<file path="src/rtl/nextpc_pkg.sv">
package nextpc_pkg;
   // Flow kind selected at decode
   typedef enum logic [1:0] {
      FLOW_SEQ    = 2'd0,
      FLOW_JUMP   = 2'd1,
      FLOW_BRANCH = 2'd2
   } flow_e;
endpackage

</file>
<file path="src/rtl/nextpc_jump_tgt.sv">
module nextpc_jump_tgt #(
   parameter int ADDR_W   = 32,
   parameter int INSTR_W  = 32,
   parameter int JFIELD_W = 26,
   parameter int ALIGN_W  = 2
) (
   input  logic [ADDR_W-1:0]  link_addr,
   input  logic [INSTR_W-1:0] instr,
   output logic [ADDR_W-1:0]  target
);
   localparam int REGION_W = ADDR_W - JFIELD_W - ALIGN_W;

   generate
      if (REGION_W < 0) begin : g_bad_split
         $error("jump field and alignment exceed address width");
      end else if (REGION_W == 0) begin : g_no_region
         assign target = {instr[JFIELD_W-1:0], {ALIGN_W{1'b0}}};
      end else begin : g_region
         assign target = {link_addr[ADDR_W-1 -: REGION_W],
                          instr[JFIELD_W-1:0], {ALIGN_W{1'b0}}};
      end
   endgenerate
endmodule

</file>
<file path="src/rtl/nextpc_branch_tgt.sv">
module nextpc_branch_tgt #(
   parameter int ADDR_W  = 32,
   parameter int INSTR_W = 32,
   parameter int IMM_W   = 16,
   parameter int ALIGN_W = 2
) (
   input  logic [ADDR_W-1:0]  link_addr,
   input  logic [INSTR_W-1:0] instr,
   output logic [ADDR_W-1:0]  target
);
   localparam int EXT_W = ADDR_W - IMM_W - ALIGN_W;

   logic [ADDR_W-1:0] offset;

   generate
      if (EXT_W < 0) begin : g_bad_imm
         $error("branch immediate too wide for address");
      end else if (EXT_W == 0) begin : g_no_ext
         assign offset = {instr[IMM_W-1:0], {ALIGN_W{1'b0}}};
      end else begin : g_ext
         assign offset = {{EXT_W{instr[IMM_W-1]}}, instr[IMM_W-1:0],
                          {ALIGN_W{1'b0}}};
      end
   endgenerate

   assign target = link_addr + offset;
endmodule

</file>
<file path="src/rtl/nextpc_redirect.sv">
module nextpc_redirect #(
   parameter int ADDR_W = 32
) (
   input  logic              clk,
   input  logic              rst,
   input  logic              req,
   input  logic [ADDR_W-1:0] req_target,
   output logic              accept,
   output logic              held,
   output logic [ADDR_W-1:0] held_target
);
   // A request is only taken outside a delay slot
   assign accept = req & ~held;

   always_ff @(posedge clk) begin
      if (rst) begin
         held        <= 1'b0;
         held_target <= '0;
      end else begin
         held <= accept;
         if (accept) held_target <= req_target;
      end
   end

   assert_hold_one_cycle_R7: assert property (@(posedge clk) disable iff (rst)
      held |=> !held);
endmodule

</file>
<file path="src/rtl/nextpc_seq.sv">
module nextpc_seq
   import nextpc_pkg::*;
#(
   parameter int          ADDR_W    = 32,
   parameter int          INSTR_W   = 32,
   parameter int          JFIELD_W  = 26,
   parameter int          IMM_W     = 16,
   parameter int          ALIGN_W   = 2,
   parameter logic [31:0] RESET_VEC = 32'h20CE88C0
) (
   input  logic               clk,
   input  logic               rst,
   input  logic [INSTR_W-1:0] instr,
   input  logic               is_jump,
   input  logic               is_branch,
   input  logic               br_taken,
   output logic [ADDR_W-1:0]  pc,
   output logic [ADDR_W-1:0]  pc_link,
   output logic [ADDR_W-1:0]  fetch_addr
);
   localparam logic [ADDR_W-1:0] STEP  = ADDR_W'(1) << ALIGN_W;
   localparam logic [ADDR_W-1:0] RVEC  = ADDR_W'(RESET_VEC);

   generate
      if (RESET_VEC[ALIGN_W-1:0] != '0) begin : g_bad_vec
         $error("reset vector not word aligned");
      end
      if (JFIELD_W >= INSTR_W || IMM_W >= INSTR_W) begin : g_bad_fields
         $error("instruction fields exceed instruction width");
      end
   endgenerate

   flow_e             flow;
   logic [ADDR_W-1:0] pc_q;
   logic [ADDR_W-1:0] jump_target;
   logic [ADDR_W-1:0] branch_target;
   logic [ADDR_W-1:0] req_target;
   logic              req;
   logic              accept;
   logic              held;
   logic [ADDR_W-1:0] held_target;

   assign pc      = pc_q;
   assign pc_link = pc_q + STEP;

   // Jump has priority over a simultaneous taken branch
   always_comb begin
      if (is_jump)                    flow = FLOW_JUMP;
      else if (is_branch && br_taken) flow = FLOW_BRANCH;
      else                            flow = FLOW_SEQ;
   end

   nextpc_jump_tgt #(
      .ADDR_W(ADDR_W), .INSTR_W(INSTR_W), .JFIELD_W(JFIELD_W), .ALIGN_W(ALIGN_W)
   ) u_jump (
      .link_addr(pc_link), .instr(instr), .target(jump_target)
   );

   nextpc_branch_tgt #(
      .ADDR_W(ADDR_W), .INSTR_W(INSTR_W), .IMM_W(IMM_W), .ALIGN_W(ALIGN_W)
   ) u_branch (
      .link_addr(pc_link), .instr(instr), .target(branch_target)
   );

   always_comb begin
      unique case (flow)
         FLOW_JUMP:   req_target = jump_target;
         FLOW_BRANCH: req_target = branch_target;
         default:     req_target = pc_link;
      endcase
   end

   assign req = (flow != FLOW_SEQ);

   nextpc_redirect #(.ADDR_W(ADDR_W)) u_redirect (
      .clk(clk), .rst(rst), .req(req), .req_target(req_target),
      .accept(accept), .held(held), .held_target(held_target)
   );

   assign fetch_addr = held ? held_target : pc_link;

   always_ff @(posedge clk) begin
      if (rst) pc_q <= RVEC;
      else     pc_q <= fetch_addr;
   end

   assert_reset_load_R1: assert property (@(posedge clk)
      $past(rst) |-> (pc == RVEC && !held));

   assert_seq_step_R2: assert property (@(posedge clk) disable iff (rst)
      (!$past(rst) && !$past(held)) |-> pc == $past(pc) + STEP);

   assert_target_lands_R5: assert property (@(posedge clk) disable iff (rst)
      (!$past(rst) && $past(accept)) |-> fetch_addr == $past(req_target));

   assert_aligned_R8: assert property (@(posedge clk) disable iff (rst)
      pc[ALIGN_W-1:0] == '0 && fetch_addr[ALIGN_W-1:0] == '0);
endmodule

</file>
<file path="config.mk">
export PLATFORM = sky130hd
export DESIGN_NAME = nextpc_seq
export DESIGN_NICKNAME = d
export VERILOG_FILES = /design/src/rtl/nextpc_pkg.sv /design/src/rtl/nextpc_jump_tgt.sv /design/src/rtl/nextpc_branch_tgt.sv /design/src/rtl/nextpc_redirect.sv /design/src/rtl/nextpc_seq.sv
export SDC_FILE = /design/constraint.sdc
export NUM_CORES = 1
export LEC_CHECK = 0
export BUFFER_PORTS_ARGS = -buffer_cell sky130_fd_sc_hd__buf_2
export CAP_MARGIN = 25
export CORE_MARGIN = 4
export CORE_UTILIZATION = 41
export CTS_BUF_LIST = sky130_fd_sc_hd__clkbuf_4
export CTS_CLUSTER_DIAMETER = 50
export DETAILED_ROUTE_END_ITERATION = 6
export GPL_TIMING_DRIVEN = 1
export SLEW_MARGIN = 20
export SYNTH_ARGS = -nofsm -noshare
export SYNTH_HDL_FRONTEND = slang
export SYNTH_HIERARCHICAL = 1
export SYNTH_SLANG_ARGS = --single-unit
</file>
<file path="constraint.sdc">
create_clock -name clk -period 8.9 [get_ports clk]
set_clock_uncertainty 0.1 [all_clocks]
set_input_delay 0.445 -clock clk [delete_from_list [all_inputs] [get_ports clk]]
set_output_delay 0.445 -clock clk [all_outputs]
set_load 0.02 [all_outputs]
</file>
# After elaboration in Yosys (flattened, before gate mapping)
# Index checks and enable logic that the tools add are counted.
[word_totals] word_cells=15 inputBits=37 ff_bits=65 out_inout_bits=96
[classes] add_sub_neg=2 n_reduce_logical=2 mux=4 n_eq_ne=2 bitwise_logic=2
[ops] operator="case mux 32 bit (2 select lines)" n=1
[ops] operator="adder 32 x 3 -> 32 bit, second input constant" n=1
[ops] operator="adder 32 bit" n=1
[ops] operator="two-way mux 32 bit" n=1
[ops] operator="two-way mux 2 bit" n=2
[ops] operator="equality test 2 x 1 -> 1 bit, second input constant" n=1
[ops] operator="equality test 2 bit, second input constant" n=1
[ops] operator="nonzero test 2 bit" n=1
[ops] operator="AND 1 bit" n=1
[ops] operator="logical AND 1 bit" n=1
[ops] operator="inverter 1 bit" n=1

# Depth between registers and ports, before layout
# Gate-level depths: netlist of the first run.
[logic_depth] ltp_word=5 depth_mapped=20 mapped_depth_nobuf=18

# Hierarchy
# Netlist of the first run, hierarchy kept.
[by_module_without_submodules] module="nextpc_seq" seq_area_each_um2=640.6 area_per_inst_um2=2753.9 cells_each=385 instances=1
[by_module_without_submodules] module="nextpc_branch_tgt" seq_area_each_um2=0.0 area_per_inst_um2=1764.2 cells_each=237 instances=1
[by_module_without_submodules] module="nextpc_redirect" seq_area_each_um2=660.6 area_per_inst_um2=1559.0 cells_each=147 instances=1
[by_module_without_submodules] module="nextpc_jump_tgt" seq_area_each_um2=0.0 area_per_inst_um2=244.0 cells_each=33 instances=1

# Least setup slack after synthesis of the first run
# No wires, ideal clock.
[synth_timing] path_kind="register -> register" start="reg pc_q[2] (netlist: pc[2])" end="reg u_redirect.held_target[26]" n_path_buf=2 t_arrival_ns=4.228 path_slack_ns=4.456 stages_incl_launch_ff=20 cell_sequence="dfxtp_1 > ha_1 > clkbuf_1 > nand3_1 > or4_1 > o21a_1 > or2_2 > ha_1 > clkbuf_1 > nand2_1 > nor2_1 > nand3_1 > o311ai_4 > a41oi_1 > xnor2_1 > nor3b_1 > a21oi_1 > nand3_1 > nand4bb_1 > o21ai_2"
[synth_between] elab_chain_cells=3
[synth_rtl] item="from (decl)" line_no="nextpc_seq.sv:34" text="logic [ADDR_W-1:0] pc_q;"
[synth_rtl] item="from (signal assigned)" line_no="nextpc_seq.sv:84" text="else pc_q <= fetch_addr;"
[synth_rtl] item="adder 32 x 3 -> 32 bit" line_no="nextpc_seq.sv:44" text="assign pc_link = pc_q + STEP;"
[synth_rtl] item="via pc_link[18]" line_no="nextpc_seq.sv:18" text="output logic [ADDR_W-1:0] pc_link,"
[synth_rtl] item="adder 32 bit" line_no="nextpc_branch_tgt.sv:26" text="assign target = link_addr + offset;"
[synth_rtl] item="via branch_target[26]" line_no="nextpc_seq.sv:36" text="logic [ADDR_W-1:0] branch_target;"
[synth_rtl] item="case mux 32 bit (2 select lines)" line_no="nextpc_seq.sv:66" text="unique case (flow)"
[synth_rtl] item="via req_target[26]" line_no="nextpc_seq.sv:37" text="logic [ADDR_W-1:0] req_target;"
[synth_rtl] item="to (signal assigned)" line_no="nextpc_redirect.sv:21" text="if (accept) held_target <= req_target;"
[synth_rtl] item="to (decl)" line_no="nextpc_redirect.sv:10" text="output logic [ADDR_W-1:0] held_target"
# The timed path passes the listed nets, and every way through them passes these cells.
# A chain may end at the register's enable or synchronous reset.

# Final worst setup path of the first run
[layout_timing] start="reg pc_q[2] (netlist: pc[2])" end="reg u_redirect.held_target[27]"
[layout_between] elab_chain_cells=3
[layout_rtl] item="adder 32 x 3 -> 32 bit" line_no="nextpc_seq.sv:44"
[layout_rtl] item="adder 32 bit" line_no="nextpc_branch_tgt.sv:26"
[layout_rtl] item="via branch_target[27]" line_no="nextpc_seq.sv:36"
[layout_rtl] item="case mux 32 bit (2 select lines)" line_no="nextpc_seq.sv:66"
[layout_rtl] item="via req_target[27]" line_no="nextpc_seq.sv:37"
# The timed path passes the listed nets, and every way through them passes these cells.

==> results of run 1 <==
kinds of logic after synthesis:
logic type	share of synthesized area
AOI/OAI and AO/OA	0.2112
xor gates and xnor gates	0.06374
adders and majority gates	0.06255
other	0.0005933
DFF	0.2059
buffers and inverters	0.09699
muxes	0.05206
and+or+nand+nor	0.3070
placed cells by master (no fill, tap or decap), drive strengths merged, types with 17 or more instances in the layout:
| cell | count |
|---|---|
| nand3 | 29 |
| nand2b | 37 |
| nor2 | 54 |
| buf | 132 |
| nand2 | 59 |
| dfxtp | 65 |
| o21ai | 72 |
| xnor2 | 29 |
| inv | 27 |
| nor3 | 32 |
| nand4bb | 32 |
| xor2 | 17 |
| ha | 30 |
| a21oi | 39 |
worst min-delay path, delay by kind of cell:
kind / cells / cell delay (ns)
buf+inv: 1 / 0.08
simple gates: 2 / 0.14
compound gates: 2 / 0.13
worst max-delay path by stage:
stage                                              end  slack [ns]  cells past startpoint
2_1_floorplan  u_redirect/held_target[26]$_SDFFE_PP0P_        4.46                     19
3_3_place_gp   u_redirect/held_target[27]$_SDFFE_PP0P_        4.08                     16
3_5_place_dp   u_redirect/held_target[27]$_SDFFE_PP0P_        4.13                     17
4_1_cts        u_redirect/held_target[27]$_SDFFE_PP0P_        4.09                     17
5_1_grt        u_redirect/held_target[28]$_SDFFE_PP0P_        3.70                     17
6_report       u_redirect/held_target[27]$_SDFFE_PP0P_        3.94                     16
power groups by stage:
| stage | clock [mW] | combinational [mW] | sequential, mW |
|---|---|---|---|
| after global placement | 0 | 0.378 | 0.339 |
| after global routing | 0.317 | 0.417 | 0.336 |
| after detailed placement | 0 | 0.377 | 0.339 |
| after floorplan | 0 | 0.282 | 0.344 |
| final | 0.300 | 0.383 | 0.333 |
| after CTS | 0.308 | 0.381 | 0.333 |
state kept, by name (all words and copies together), names as in the netlist:
register / count
pc: 32
u_redirect/held_target: 32
u_redirect/held: 1
stage by stage:
step | power, mW | std cells | worst slack (ns) | area (um^2) | util
after global routing | 1.071 | 1052 | 3.697 | 6935 | 0.4579
after detailed placement | 0.7164 | 1036 | 4.133 | 6725 | 0.4440
after global placement | 0.7170 | 1036 | 4.076 | 6725 | 0.4440
after floorplan | 0.6270 | 803 | 4.456 | 6325 | -
after CTS | 1.021 | 1052 | 4.089 | 6935 | 0.4579
final | 1.016 | 1053 | 3.943 | 6938 | 0.4581
layer usage:
| metal | global-route usage | vias to the layer above | part of all wire |
|---|---|---|---|
| met4 | 0.07118 | 2 | 0.019 |
| li1 | - | 2974 | - |
| met2 | 0.3478 | 205 | 0.44 |
| met3 | 0.03397 | 25 | 0.061 |
| met5 | 0 | - | 0.00066 |
| met1 | 0.3111 | 2806 | 0.48 |
cell type report:
cell class	count	area, um^2	area share
timing repair buffer	132	675.6	0.09739
sequential	65	1303	0.1877
clock buffer	11	82.58	0.01190
clock inverter	5	127.6	0.01839
multi-input combinational	624	4410	0.6357
antenna	1	2.502	0.0003607
inverter	27	101.3	0.01461
tap	188	235.2	0.03390
==> results.toml, run 1 <==
[run_status]
status = "completed"

[pwr]
power_switching_mw = 0.3809
combPwrFrac = 0.377
leakage_nw = 3.015
p_per_area_nw_per_um2 = 146.5
intPower_mw = 0.6353
worst_ir_drop_vdd_mv = 0.07916
p_seq_frac = 0.328
clockPowerShare = 0.296
netSwitchingFraction = 0.3748

[global_routing]
grt_pass1_vias = 5732
grt_pass1_wl_um = 31300
grt_max_degree = 83
overflow = 0
grtUsageTotal = 0.2213
antenna_found_initial = 1

[setup_path]
rrSetupSlack_ns = 3.94
required_ns = 9.19
r2r-start = "pc[2]$_SDFF_PP0_"
slowest_delay_ns = 0.64
path_class = "reg -> reg"
crit_buf_inv = 0
crit_start = "pc[2]$_SDFF_PP0_"
cp-start-kind = "flop"
critPathTopFamily = "simple AND/OR/NAND/NOR gates"
arrival_ns = 5.25
reg2reg_depth = 16
path_max_fanout = 9
path_cells = "ha_1 -> nand3_1 -> or4_1 -> o21a_1 -> or2_2 -> ha_1 -> nand2_1 -> nor2_1 -> a21oi_1 -> o21ai_0 -> o21ai_1 -> o311ai_1 -> nand2_1 -> o221ai_1 -> nand4bb_1 -> o21ai_2"
regToRegEndpoint = "u_redirect/held_target[27]$_SDFFE_PP0P_"
worst_path_max_delay_cell = "or4_1"
end_kind = "flop"

[synth]
synth_top_area_share = 0.2059
synth-edff-count = 0
ys_async_sr_fraction = 0
synth_area_leaders = "dfxtp_1, ha_1, nand4bb_1, buf_4, xnor2_1"
synth_most_common_cell = "dfxtp_1"
seq_area_frac_synth = 0.2059
syn_area_um2 = 6321
yosysWarnings = 6
synth_flop_cell = "dfxtp_1"
synth.distinct_cells = 80
postSynthAreaPerCell_um2 = 7.882
yosys-top-cells-count = "dfxtp_1, nand2_1, nor2_1"
synth_top_cell_by_area = "dfxtp_1"
synthCells = 802
ys_ff_latch = 65

[min_path]
hold_end = "u_redirect/held_target[18]$_SDFFE_PP0P_"
min_from = "instr[16]"
hold_path_class = "in -> reg"
min_path_cells = 5

[floorplan]
start_util = 0.4173
die_w_um = 132.2
die_h_um = 132.2
io-pin-count = 133
rows = 45
fp.coreArea_um2 = 15150
die_area_um2 = 17470

[cts]
clk_latency_ns = 0.46
post_cts_resized = 0
cts_buffers = 9
path_clk_slew_ns = 0.14
cts_tree = "built"
cts_setup_buffers = 0
numClockSinks = 65
ctsHoldBuffers = 0
ctsLongestPathBuffers = 2
cts_root_buf = "clkbuf_4"
htreeDepth = 3

[sta]
worstMarginPinSlew_ns = 0.7922
tns_ns = 0
final_max_slew_viol_count = 0
slew_headroom = 0.4711
setup_viol = 0
holdWs_ns = 0.2629
hold_viol_final = 0
max_clock_freq_mhz = 201.7
rsz0062_at_grt = "no"
post-route-period-util = 0.5569
period_minus_slack_ns = 4.957

[placed_design]
hpwl_um = 13940
place_congestion = 0.9214
portBuffers = 126

[detailed_routing]
ant_nets = 0
wire_per_inst_um = 18.76
drtPass1Iterations = 5
via_per_inst = 5.709
drc = 0
vias = 6012
routed_wl_um = 19760
drt_iter0_markers = 455

[run]
cap_violations = 0

[layout]
syn_to_final_growth_pct = 9.758
fillCellCount = 1580
nNetsFinal = 927
drive_gt1_frac = 0.2581
Power figures use the tool's default switching activity.
==> run 2: changes to the inputs <==
==> constraint.sdc (replaced) <==
create_clock -name clk -period 5.1 [get_ports clk]
set_clock_uncertainty 0.1 [all_clocks]
set_input_delay 0.255 -clock clk [delete_from_list [all_inputs] [get_ports clk]]
set_output_delay 0.255 -clock clk [all_outputs]
set_load 0.02 [all_outputs]
==> run 2 against run 1 <==
Setup slack got worse by 3.5 ns. Total power grew 55%. Combinational power up 74%. Highest routed layer is now met4. First-iteration DRC count increased by 9.7%. Largest cell class unchanged. Flip-flop and latch count did not move.
==> results.toml, run 2 (synthesized netlist as in run 1, its figures left out) <==
[run_status]
status = "completed"

[floorplan]
die_area_um2 = 17470
start_util = 0.4173
die_w_um = 132.2
fp.coreArea_um2 = 15150
die_h_um = 132.2
io-pin-count = 133
rows = 45

[placed_design]
hpwl_um = 14120
portBuffers = 126
place_congestion = 0.8992
dp_slack_ns = 0.5748

[run]
cap_violations = 0

[global_routing]
antenna_found_initial = 0
grt_pass1_wl_um = 31110
grt_max_degree = 82
grtUsageTotal = 0.2220
grt_pass1_vias = 5579
overflow = 0

[pwr]
p_per_area_nw_per_um2 = 228.3
leakage_nw = 3.001
intPower_mw = 0.9045
worst_ir_drop_vdd_mv = 0.1266
combPwrFrac = 0.425
power_switching_mw = 0.6663
power_mw = 1.571
p_seq_frac = 0.369
netSwitchingFraction = 0.4242
clockPowerShare = 0.206

[detailed_routing]
drtPass1Iterations = 7
drc = 0
via_per_inst = 5.701
wire_per_inst_um = 18.58
drt_iter0_markers = 499
vias = 6032
routed_wl_um = 19660
ant_nets = 0

[setup_path]
end_kind = "flop"
worst_path_max_delay_cell = "or4_1"
cp-start-kind = "flop"
slowest_delay_ns = 0.64
path_cells = "ha_1 -> nand3_1 -> or4_1 -> o21a_1 -> or2_2 -> ha_1 -> nand2_1 -> nor2_1 -> a21oi_1 -> o21ai_0 -> o21ai_1 -> o21ai_1 -> xor2_1 -> nor2_1 -> o31ai_1 -> nand4bb_1 -> o21ai_0"
path_class = "reg -> reg"
path_max_fanout = 9
arrival_ns = 4.89
required_ns = 5.38

[min_path]
hold_path_class = "in -> reg"

[sta]
tns_ns = 0
hold_viol_final = 0
max_clock_freq_mhz = 216.9
worstMarginPinSlew_ns = 0.8086
setup_ws_ns = 0.4903
period_minus_slack_ns = 4.610
final_max_slew_viol_count = 0
slew_headroom = 0.4601
post-route-period-util = 0.9039
rsz0062_at_grt = "no"
setup_viol = 0

[cts]
post_cts_resized = 0
path_clk_slew_ns = 0.14
ctsLongestPathBuffers = 2
cts_tree = "built"
cts_buffers = 9
numClockSinks = 65
ctsHoldBuffers = 0
cts_setup_buffers = 0
htreeDepth = 3
cts_root_buf = "clkbuf_4"
clk_latency_ns = 0.47

[layout]
final_common_cell = "buf_2"
layout_common_cells = "buf_2, dfxtp_1, nand2_1, nor2_1, nand2b_1"
final_core_util = 0.4543
nNetsFinal = 933
drive_gt1_frac = 0.2621
multiInputGateArea_um2 = 4410
diodes = 0
fillCellCount = 1585
syn_to_final_growth_pct = 8.848
regArea_um2 = 1303
[run 2: cell count changes in the layout (fill, tap and decap cells not counted)]
cell	previous run	this run
clkinv_1	0	1
bufinv_16	4	0
buf_4	6	12
clkinv_2	0	3
clkinv_4	0	1
clkbuf_4	11	10
diode_2	1	0
[run 2: layout make-up]
class | count | share of cell area
clock buffer | 10 | 0.01091
timing repair buffer | 138 | 0.1047
clock inverter | 6 | 0.005092
sequential | 65 | 0.1893
inverter | 27 | 0.01473
multi-input combinational | 624 | 0.6410
tap | 188 | 0.03419
[run 2: power groups by stage]
stage               Sequential (mW)  Clock (mW)  Combinational, mW
floorplan                     0.601           0              0.493
global placement              0.590           0              0.664
detailed placement            0.590           0              0.664
CTS                           0.579       0.337              0.667
global route                  0.585       0.350              0.731
finish                        0.579       0.323              0.668
[run 2: per-stage QoR]
step / instance area, um^2 / hold WS, ns / std cells
5_1_grt: 6880 / 0.09824 / 1058
2_1_floorplan: 6325 / 0.2549 / 803
6_report: 6880 / 0.04842 / 1058
4_1_cts: 6880 / 0.02729 / 1058
3_5_place_dp: 6770 / 0.3559 / 1042
3_3_place_gp: 6770 / 0.3521 / 1042
[run 2: final timing paths]
kind                            cells after the start                                      end  slack [ns]                                     from
worst min register to register                      2  u_redirect/held_target[12]$_SDFFE_PP0P_        0.37  u_redirect/held_target[12]$_SDFFE_PP0P_
worst max-delay path                               17  u_redirect/held_target[29]$_SDFFE_PP0P_        0.49                         pc[2]$_SDFF_PP0_
worst min-delay path                                5  u_redirect/held_target[18]$_SDFFE_PP0P_        0.05                                instr[16]
worst max register to register                     17  u_redirect/held_target[29]$_SDFFE_PP0P_        0.49                         pc[2]$_SDFF_PP0_
[run 2: layer usage]
metal | vias up | GRT usage | share of wire | wire [um]
met3 | 18 | 0.03626 | 0.066 | 1301
li1 | 2982 | - | - | -
met4 | 0 | 0.05601 | 0.013 | 252
met5 | - | 0 | 0 | 0
met2 | 189 | 0.3426 | 0.45 | 8815
met1 | 2843 | 0.3220 | 0.47 | 9287
[run 2: critical path, delay by kind of cell (launching register included)]
kind                       cells  cell delay, ns
AOI/OAI and AO/OA              7            1.40
xor gates and xnor gates       1            0.17
adders and majority gates      2            0.67
and+or+nand+nor                7            1.70
DFF                            1            0.49
==> run 3: changes to the inputs <==
==> constraint.sdc (replaced) <==
create_clock -name clk -period 5.1 [get_ports clk]
set_clock_uncertainty 0.1 [all_clocks]
set_input_delay 0.51 -clock clk [delete_from_list [all_inputs] [get_ports clk]]
set_output_delay 0.51 -clock clk [all_outputs]
set_load 0.02 [all_outputs]
==> run 3 against run 2 <==
Non-clock buffer count stayed put. Flip-flop and latch count stayed put. Via count is 0.61% lower. Maximum frequency is 1.2% lower. Sequential power is 1% higher. Core utilization hardly changed. Critical path type unchanged. First-iteration DRC count is 7.6% lower.
==> results.toml, run 3 (synthesized netlist as in run 1, its figures left out) <==
[run_status]
status = "completed"

[detailed_routing]
drtPass1Iterations = 5
ant_nets = 0
routed_wl_um = 19740
wire_per_inst_um = 18.66
drt_iter0_markers = 461
drc = 0
vias = 5995
via_per_inst = 5.666

[setup_path]
path_max_fanout = 9
rrSetupSlack_ns = 0.44
worst_path_max_delay_cell = "or4_1"
reg2reg_depth = 17
path_class = "reg -> reg"
end_kind = "flop"
cp-start-kind = "flop"
slowest_delay_ns = 0.64
path_cells = "ha_1 -> nand3_1 -> or4_1 -> o21a_1 -> or2_2 -> ha_1 -> a21oi_1 -> o21ai_0 -> a21oi_1 -> o21ai_0 -> o21a_1 -> or4_1 -> o311ai_1 -> nand2_1 -> o221ai_1 -> nand4bb_1 -> o21ai_2"
r2r-start = "pc[2]$_SDFF_PP0_"
regToRegEndpoint = "u_redirect/held_target[27]$_SDFFE_PP0P_"
required_ns = 5.40
arrival_ns = 4.96

[global_routing]
grt_pass1_wl_um = 31680
antenna_found_initial = 1
overflow = 0
grt_max_degree = 82
grtUsageTotal = 0.2258
grt_pass1_vias = 5779

[cts]
path_clk_slew_ns = 0.12
post_cts_resized = 0
ctsHoldBuffers = 0
cts_setup_buffers = 0
cts_root_buf = "clkbuf_4"
htreeDepth = 3
numClockSinks = 65
clk_latency_ns = 0.47
ctsLongestPathBuffers = 2
cts_tree = "built"
cts_buffers = 9

[layout]
final_common_cell = "buf_2"
syn_to_final_growth_pct = 8.927
fillCellCount = 1558
drive_gt1_frac = 0.2621
regArea_um2 = 1303
multiInputGateArea_um2 = 4410
nNetsFinal = 933
diodes = 0
layout_common_cells = "buf_2, dfxtp_1, nand2_1, nor2_1, nand2b_1"

[sta]
setup_viol = 0
tns_ns = 0
worstMarginPinSlew_ns = 0.7916
final_max_slew_viol_count = 0
post-route-period-util = 0.9145
max_clock_freq_mhz = 214.4
period_minus_slack_ns = 4.664
hold_viol_final = 0
slew_headroom = 0.4715
setup_ws_ns = 0.4362
rsz0062_at_grt = "no"

[floorplan]
die_h_um = 132.2
die_area_um2 = 17470
die_w_um = 132.2
io-pin-count = 133
fp.coreArea_um2 = 15150
rows = 45
start_util = 0.4173

[min_path]
min_path_cells = 5
min_from = "instr[22]"
hold_path_class = "in -> reg"
hold_end = "u_redirect/held_target[24]$_SDFFE_PP0P_"

[placed_design]
dp_slack_ns = 0.5546
place_congestion = 0.9125
portBuffers = 126
hpwl_um = 14240

[pwr]
p_per_area_nw_per_um2 = 229.2
worst_ir_drop_vdd_mv = 0.1742
leakage_nw = 2.998

[run]
cap_violations = 0
run 3: cell count changes in the layout (fill, tap and decap cells not counted):
cell        previous run  this run
clkinvlp_4             1         2
clkbuf_4              10        11
clkinv_2               3         1
run 3: area by class of cell:
type	count	share of cell area
timing repair buffer	138	0.1047
multi-input combinational	624	0.6406
clock inverter	5	0.004725
clock buffer	11	0.01199
tap	188	0.03416
inverter	27	0.01472
sequential	65	0.1892
run 3: metrics by stage:
| stage | std cells | util | cell area [um^2] | hold WS [ns] | total power [mW] |
|---|---|---|---|---|---|
| global route | 1058 | 0.4546 | 6885 | 0.3316 | 1.685 |
| detailed placement | 1042 | 0.4470 | 6770 | 0.3547 | 1.252 |
| finish | 1058 | 0.4546 | 6885 | 0.3322 | 1.578 |
| floorplan | 803 | - | 6325 | 0.3397 | 1.094 |
| CTS | 1058 | 0.4546 | 6885 | 0.2972 | 1.588 |
| global placement | 1042 | 0.4470 | 6770 | 0.3509 | 1.253 |
run 3: worst max path at each step:
stage               cells past startpoint  slack, ns                                       to             start
finish                                 17       0.44  u_redirect/held_target[27]$_SDFFE_PP0P_  pc[2]$_SDFF_PP0_
global route                           17       0.08  u_redirect/held_target[27]$_SDFFE_PP0P_  pc[2]$_SDFF_PP0_
CTS                                    17       0.51  u_redirect/held_target[27]$_SDFFE_PP0P_  pc[2]$_SDFF_PP0_
detailed placement                     17       0.55  u_redirect/held_target[27]$_SDFFE_PP0P_  pc[2]$_SDFF_PP0_
global placement                       17       0.59  u_redirect/held_target[27]$_SDFFE_PP0P_  pc[2]$_SDFF_PP0_
floorplan                              19       0.66  u_redirect/held_target[26]$_SDFFE_PP0P_  pc[2]$_SDFF_PP0_
run 3: power by group:
group          leakage (nW)  internal, mW  switching (mW)
Clock                0.0605         0.109           0.222
Sequential            0.534         0.545          0.0406
Combinational          2.40         0.257           0.404
run 3: layer usage:
| metal | vias to the layer above | GRT usage | part of all wire |
|---|---|---|---|
| met5 | - | 0 | 0 |
| met4 | 0 | 0.05484 | 0.013 |
| met3 | 21 | 0.04313 | 0.058 |
| met2 | 183 | 0.3572 | 0.45 |
| met1 | 2809 | 0.3172 | 0.48 |
| li1 | 2982 | - | - |
run 3: worst max-delay path: cells and delay by family (launching register included):
family / cells / cell delay (ns)
flip-flops: 1 / 0.48
AO/OA/AOI/OAI: 9 / 1.52
AND/OR/NAND/NOR: 6 / 1.88
adder cells (fa/ha/maj): 2 / 0.60
